==> src/rtl/breath_pkg.sv <==
package breath_pkg;
    typedef enum logic [1:0] {
        ST_IDLE = 2'd0,
        ST_RISE = 2'd1,
        ST_FALL = 2'd2,
        ST_HOLD = 2'd3
    } breath_state_t;
endpackage

==> src/rtl/breath_timer.sv <==
// Sub-counter across one PWM period and period counter across one duty step.
module breath_timer #(
    parameter int LEVEL_W = 8,
    parameter int STEP_W  = 16
) (
    input  logic               clk,
    input  logic               rst_n,
    input  logic               run,
    input  logic [LEVEL_W-1:0] cfg_div,
    input  logic [STEP_W-1:0]  cfg_step,
    output logic [LEVEL_W-1:0] cnt,
    output logic               step_evt
);
    localparam logic [LEVEL_W-1:0] ONE_L = LEVEL_W'(1);
    localparam logic [STEP_W-1:0]  ONE_S = STEP_W'(1);

    logic [STEP_W-1:0] pcnt;
    logic              wrap;

    assign wrap     = (cnt >= cfg_div);
    assign step_evt = run && wrap && (pcnt >= cfg_step);

    always_ff @(posedge clk or negedge rst_n) begin
        if (!rst_n) begin
            cnt  <= '0;
            pcnt <= '0;
        end else if (!run) begin
            cnt  <= '0;
            pcnt <= '0;
        end else if (wrap) begin
            cnt <= '0;
            if (pcnt >= cfg_step) pcnt <= '0;
            else                  pcnt <= pcnt + ONE_S;
        end else begin
            cnt <= cnt + ONE_L;
        end
    end

    // the sub-counter returns to zero after reaching the divider value
    p_wrap_zero_r2: assert property (@(posedge clk) disable iff (!rst_n)
        (run && wrap) |=> (cnt == '0));

    // otherwise the sub-counter advances by exactly one
    p_count_up_r2: assert property (@(posedge clk) disable iff (!rst_n)
        (run && !wrap) |=> (cnt == $past(cnt) + ONE_L));

    // both counters are cleared after a disable
    p_idle_clear_r8: assert property (@(posedge clk) disable iff (!rst_n)
        (!run) |=> (cnt == '0 && pcnt == '0));
endmodule

==> src/rtl/breath_seq.sv <==
// Duty-ramp state machine: rises to the maximum, falls to the minimum, or holds.
module breath_seq
    import breath_pkg::*;
#(
    parameter int LEVEL_W = 8
) (
    input  logic               clk,
    input  logic               rst_n,
    input  logic               enable,
    input  logic               step_evt,
    input  logic [LEVEL_W-1:0] cfg_min,
    input  logic [LEVEL_W-1:0] cfg_max,
    output breath_state_t      state,
    output logic [LEVEL_W-1:0] duty,
    output logic               running
);
    localparam logic [LEVEL_W-1:0] ONE_L = LEVEL_W'(1);

    breath_state_t      nxt_state;
    logic [LEVEL_W-1:0] duty_up;
    logic [LEVEL_W-1:0] duty_dn;

    assign duty_up = duty + ONE_L;
    assign duty_dn = duty - ONE_L;
    assign running = (state != ST_IDLE) && enable;

    // next-state logic
    always_comb begin
        nxt_state = state;
        unique case (state)
            ST_IDLE: begin
                if (enable) nxt_state = (cfg_min >= cfg_max) ? ST_HOLD : ST_RISE;
            end
            ST_RISE: begin
                if (!enable)                               nxt_state = ST_IDLE;
                else if (step_evt && (duty_up >= cfg_max)) nxt_state = ST_FALL;
            end
            ST_FALL: begin
                if (!enable)                               nxt_state = ST_IDLE;
                else if (step_evt && (duty_dn <= cfg_min)) nxt_state = ST_RISE;
            end
            ST_HOLD: begin
                if (!enable) nxt_state = ST_IDLE;
            end
        endcase
    end

    // state register
    always_ff @(posedge clk or negedge rst_n) begin
        if (!rst_n) state <= ST_IDLE;
        else        state <= nxt_state;
    end

    // duty register (output of the sequencer)
    always_ff @(posedge clk or negedge rst_n) begin
        if (!rst_n) begin
            duty <= '0;
        end else begin
            unique case (state)
                ST_IDLE: duty <= cfg_min;
                ST_RISE: if (enable && step_evt) duty <= duty_up;
                ST_FALL: if (enable && step_evt) duty <= duty_dn;
                ST_HOLD: duty <= cfg_min;
            endcase
        end
    end

    // the ramp starts from the minimum
    p_enter_min_r4: assert property (@(posedge clk) disable iff (!rst_n)
        (state == ST_IDLE && enable) |=> (duty == $past(cfg_min)));

    // the duty level is unchanged between step events while ramping
    p_duty_steady_r4: assert property (@(posedge clk) disable iff (!rst_n)
        (running && state != ST_HOLD && !step_evt) |=> $stable(duty));

    // each step moves the duty by exactly one
    p_unit_step_r5: assert property (@(posedge clk) disable iff (!rst_n)
        (running && state != ST_HOLD && step_evt) |=>
            (duty == $past(duty) + ONE_L || duty == $past(duty) - ONE_L));

    // the hold state pins the duty at the minimum
    p_hold_min_r6: assert property (@(posedge clk) disable iff (!rst_n)
        (state == ST_HOLD && enable) |=> (duty == $past(cfg_min)));
endmodule

==> src/rtl/breath_out.sv <==
// Compare stage: active while the sub-counter is below the duty, then polarity.
module breath_out
    import breath_pkg::*;
#(
    parameter int LEVEL_W = 8
) (
    input  breath_state_t      state,
    input  logic [LEVEL_W-1:0] cnt,
    input  logic [LEVEL_W-1:0] duty,
    input  logic               invert,
    output logic               pwm
);
    logic active;

    always_comb begin
        active = (state != ST_IDLE) && (cnt < duty);
        pwm    = active ^ invert;
    end
endmodule

==> src/rtl/breath_pwm.sv <==
module breath_pwm
    import breath_pkg::*;
#(
    parameter int LEVEL_W = 8,
    parameter int STEP_W  = 16
) (
    input  logic               clk,
    input  logic               rst_n,
    input  logic               breath_en,
    input  logic               invert_out,
    input  logic [LEVEL_W-1:0] div_cfg,
    input  logic [STEP_W-1:0]  step_cfg,
    input  logic [LEVEL_W-1:0] duty_hi,
    input  logic [LEVEL_W-1:0] duty_lo,
    output logic               pwm_out
);
    breath_state_t      state;
    logic [LEVEL_W-1:0] duty;
    logic [LEVEL_W-1:0] cnt;
    logic               running;
    logic               step_evt;

    breath_seq #(.LEVEL_W(LEVEL_W)) u_seq (
        .clk      (clk),
        .rst_n    (rst_n),
        .enable   (breath_en),
        .step_evt (step_evt),
        .cfg_min  (duty_lo),
        .cfg_max  (duty_hi),
        .state    (state),
        .duty     (duty),
        .running  (running)
    );

    breath_timer #(.LEVEL_W(LEVEL_W), .STEP_W(STEP_W)) u_timer (
        .clk      (clk),
        .rst_n    (rst_n),
        .run      (running),
        .cfg_div  (div_cfg),
        .cfg_step (step_cfg),
        .cnt      (cnt),
        .step_evt (step_evt)
    );

    breath_out #(.LEVEL_W(LEVEL_W)) u_out (
        .state  (state),
        .cnt    (cnt),
        .duty   (duty),
        .invert (invert_out),
        .pwm    (pwm_out)
    );

    // one edge after the enable drops, the output shows the inactive level
    p_idle_level_r1: assert property (@(posedge clk) disable iff (!rst_n)
        (!breath_en) |=> (pwm_out == invert_out));
endmodule

==> config.mk <==
export PLATFORM = sky130hd
export DESIGN_NAME = breath_pwm
export DESIGN_NICKNAME = d
export VERILOG_FILES = /design/src/rtl/breath_pkg.sv /design/src/rtl/breath_timer.sv /design/src/rtl/breath_seq.sv /design/src/rtl/breath_out.sv /design/src/rtl/breath_pwm.sv
export SDC_FILE = /design/constraint.sdc
export NUM_CORES = 1
export LEC_CHECK = 0
export ABC_CLOCK_PERIOD_IN_PS = 8600
export BUFFER_PORTS_ARGS = -buffer_cell sky130_fd_sc_hd__buf_2
export CORE_ASPECT_RATIO = 0.75
export CORE_MARGIN = 3
export CORE_UTILIZATION = 45
export DETAILED_ROUTE_END_ITERATION = 16
export GPL_TIMING_DRIVEN = 0
export PLACE_DENSITY = 0.66
export REMOVE_ABC_BUFFERS = 1
export SYNTH_ARGS = -nofsm -noshare
export SYNTH_HDL_FRONTEND = slang
export SYNTH_SLANG_ARGS = --single-unit
==> constraint.sdc <==
create_clock -name clk -period 8.6 [get_ports clk]
set_input_delay 2.15 -clock clk [delete_from_list [all_inputs] [get_ports clk]]
set_output_delay 2.15 -clock clk [all_outputs]
set_load 0.01 [all_outputs]
==> results.env <==
RUN_STATUS='completed'
SETUP_VIOL_COUNT_FINAL=0
FMAXACHIEVABLE_MHz=209.4
HOLD_VIOL=0
FIRST_PASS_ITERS=4
DETAILEDROUTE.FIRSTITERATIONVIOLATIONS=211
ENDPOINT_TYPE_OF_THE_WORST_SETUP_PATH='flop'
INITIAL_ANTENNA_VIOLATION_COUNT=0
CP_SLOWEST_CELL='nor3_1'
CTS_BUFFER_DEPTH=2
GRT_MAX_DEGREE=35
DPL_WORST_SLACK_NS=3.561
TIMING.CLOCK.SKEW_NS=0.01315
ASYNC_RESET_FF_SHARE_PCT=100.0
PLACEABLECOREAREA_UM2=7432
CLKSLEWWORSTSETUPHOLDPATHS_NS=0.07
MAXCAPVIOLATIONS=0
VIAS=3051
MULTI_INPUT_AREA_UM2=2352
CRITICAL_PATH.REG2REG.STARTPOINT='u_timer.cnt[5]$_DFF_PN0_'
POST_DP_CELL_AREA_UM2=3797
DRT-VIAS-PER-INSTANCE=5.429
MIN_PERIOD_NS=4.776
SYNTH_CELLS=420
ADDER_CELL_AREA_SHARE_OF_THE_YOSYS_NETLIST_PCT=22.55
YS_DOMINANT_REG_CELL='dfrtp_1'
WIRELENGTH_MM=8.073
GRTUSAGETOTAL_PCT=19.05
SETUP-TNS-FINAL_NS=0
LAYOUT.AREA.SEQ_UM2=850.8
FINALNETCOUNT=567
IO_BUFFER_COUNT=44
SYNTHDISTINCTLIBCELLS=56
AREA_SHARE_OF_XOR_XNOR_CELLS_IN_THE_SYNTHESIZED_DESIGN_PCT=4.510
SYNTH_TOP_AREA_CELL='dfrtp_1'
SINKS_ON_THE_CLOCK_NET=34
WORST_HOLD_PATH_TYPE='reg2reg'
WORST_PIN_SLEW_NS=1.371
MAX_SLEW_HEADROOM_PCT=7.903
CRITPATHMAXFANOUT=12
WORST_EP_ARRIVAL_TIME_NS=4.99
CTS_BUF_COUNT=5
WORST_SKEW_PAIR.LATE_LATENCY_NS=0.30
DRT.ANTENNA.VIOLATING_NETS=0
NFILLCELLS=721
DESIGN_AREA_UM2=3889
CTS.ROOT.BUFFER_CELL='clkbuf_8'
DIE_AREA_UM2=8873
LAYOUT-AREA-OVERHEAD-VS-SYNTH_PCT=11.24
FINALWEIGHTEDCONGESTION=0.9316
DIE_HEIGHT_UM=82.33
ROUTE.DETAILED.WL_PER_INST_UM=14.36
FIN_CRIT_SH_PCT=55.53
INITIAL_CORE_UTIL_PCT=47.04
ANTENNADIODECOUNT=0
CELLPOWERDENSITY_nW_PER_UM2=211.7
CRITICAL_PATH.CELL_CHAIN='buf_2, inv_1, ha_1, nand2_1, nor3_1, a21oi_1, nor3_1, a21oi_2, o32a_1, a21oi_1'
CELLLEAKAGEPOWER_nW=2.029
CRITICAL-PATH-MAX-STAGE-DELAY_NS=1.13
R2R_SLACK_NS=5.33
SETUP.WORST_PATH.START_CLASS='primary input'
GRT_SETUP_UNREPAIRED='false'
FINALWORSTSETUPSLACK_NS=3.824
TIMING.FINAL.MAX_SLEW_VIOLATIONS=0
SYNTH_EDF_COUNT=0
CRITICAL_PATH_REQUIRED_NS=8.81
SYNTH_TOP_FAMILY_BY_AREA='adder cells'
COMPOUND_GATE_FRACTION_OF_SYNTH_AREA_PCT=19.33
FINAL_CELLS=562
CTS_TREE='built'
GLOBALROUTEOVERFLOWTOTAL=0
FLOORPLAN.IO_PINS=45
POST-ROUTE-DRC-COUNT=0
MUXSHAREOFSYNTHAREA_PCT=3.042
YOSYSTOPAREACELLSHARE_PCT=24.34
YS.WARNINGS.COUNT=0
CRITICAL_PATH.STARTPOINT='div_cfg[7]'
FLOORPLAN.DIE.WIDTH_UM=107.8
NUM_ROWS=27
CTS-HOLD-FIX-BUFFERS=0
SYNTH.TOP_CELLS.BY_AREA='dfrtp_1 24%, ha_1 23%, inv_1 6.7%'
YS_FF_LATCH=34
SYN_AREA_PER_CELL_UM2=8.323
SEQ_AREA_FRAC_SYNTH_PCT=24.34
IR_DROP_mV=0.08564
GRT_FIRST_PASS_WIRELENGTH_MM=13.54
PLACED_CELLS_INCL_TAPS=554
SYN-CELL-AREA_UM2=3496
VIAS_IN_THE_FIRST_GLOBAL_ROUTE=2749
CTS_SETUP_BUFFERS=0
TIMING.HOLD.WS_NS=0.5275
SIMPLE_GATE_SHARE_OF_THE_SYNTHESIZED_AREA_PCT=17.61
DRIVE_GT1_SHARE_PCT=13.23
HPWLAFTERDP_MM=6.506
WORST_HOLD_STARTPOINT='u_timer.pcnt[8]$_DFFE_PN0P_'
TIMING_WORST_SETUP_PATH_TYPE='in2reg'
POSTCTSRESIZEDCELLS=0
HTREE_LEVELS=2
## layout make-up
class	count	share of cell area (%)
Inverter	63	6.081
Sequential cell	34	21.88
Multi-Input combinational cell	311	60.49
Timing Repair Buffer	45	5.952
Tap cell	101	3.250
Clock buffer	7	2.220
Clock inverter	1	0.1287
## synthesized netlist by cell type, drive strengths merged (3+ instances only)
master,number
ha,63
nand2b,4
a22o,4
nand4,6
dfrtp,34
a32o,3
a22oi,5
clkbuf,7
a21oi,28
inv,62
mux2i,8
a31oi,7
o21ai,21
a211oi,5
nor2b,4
nor3,8
nand3,24
xor2,8
and3,15
nand2,26
and4,3
a21o,11
nor4,3
buf,5
o211ai,6
nor2,17
xnor2,10
## worst paths after layout
kind,endpoint,cells after the start
worst max register to register,u_seq.duty[2]$_DFFE_PN0P_,8
worst min-delay path,u_timer.pcnt[8]$_DFFE_PN0P_,1
min in group asynchronous,u_timer.cnt[4]$_DFF_PN0_,1
worst min register to register,u_timer.pcnt[8]$_DFFE_PN0P_,1
worst max-delay path,u_seq.duty[2]$_DFFE_PN0P_,10
max in group asynchronous,u_seq.duty[0]$_DFFE_PN0P_,1
## power by group
part	leakage, nW	internal (mW)	switching, mW
clock	0.0482	0.0646	0.0604
combinational	1.52	0.203	0.271
sequential	0.460	0.185	0.0396
## state kept, by name (all words and copies together) (netlist names)
signal	flops
u_timer.cnt	8
u_timer.pcnt	16
u_seq.duty	8
u_seq.state	2
## worst max-delay path: cells and delay by family
family	cells	cell delay, ns
AO/OA/AOI/OAI	4	1.04
adder cells (fa/ha/maj)	1	0.28
buffers and inverters	2	0.10
AND/OR/NAND/NOR	3	1.41
## metal layers
metal | vias to the layer above | track usage (%) | routed length, um
li1 | 1584 | - | -
met1 | 1390 | 28.63 | 4174
met2 | 71 | 28.54 | 3390
met3 | 6 | 4.118 | 464
met4 | 0 | 2.648 | 44
met5 | - | 0 | 0
## kinds of logic (layout without fill, tap and decap cells)
| family | Yosys count | in the layout |
|---|---|---|
| flip-flops | 34 | 34 |
| AND/OR/NAND/NOR | 117 | 117 |
| buffers and inverters | 75 | 116 |
| AO/OA/AOI/OAI | 103 | 103 |
| XOR/XNOR | 18 | 18 |
| multiplexers | 10 | 10 |
| adder cells (fa/ha/maj) | 63 | 63 |
## metrics by stage
stage,total power [mW],util (%)
after floorplan,0.5663,-
after global placement,0.6790,50.82
after detailed placement,0.6947,51.09
after CTS,0.8224,52.32
after global routing,0.8991,52.32
final,0.8233,52.32
## layout by cell type, fill, tap and decap left out, drive strengths merged, types with 15 or more instances in the layout
master | Yosys | routed
dfrtp | 34 | 34
inv | 62 | 62
nor2 | 17 | 17
a21oi | 28 | 28
nand3 | 24 | 24
buf | 5 | 45
nand2 | 26 | 26
and3 | 15 | 15
o21ai | 21 | 21
ha | 63 | 63
(Power assumes the default switching activity.)
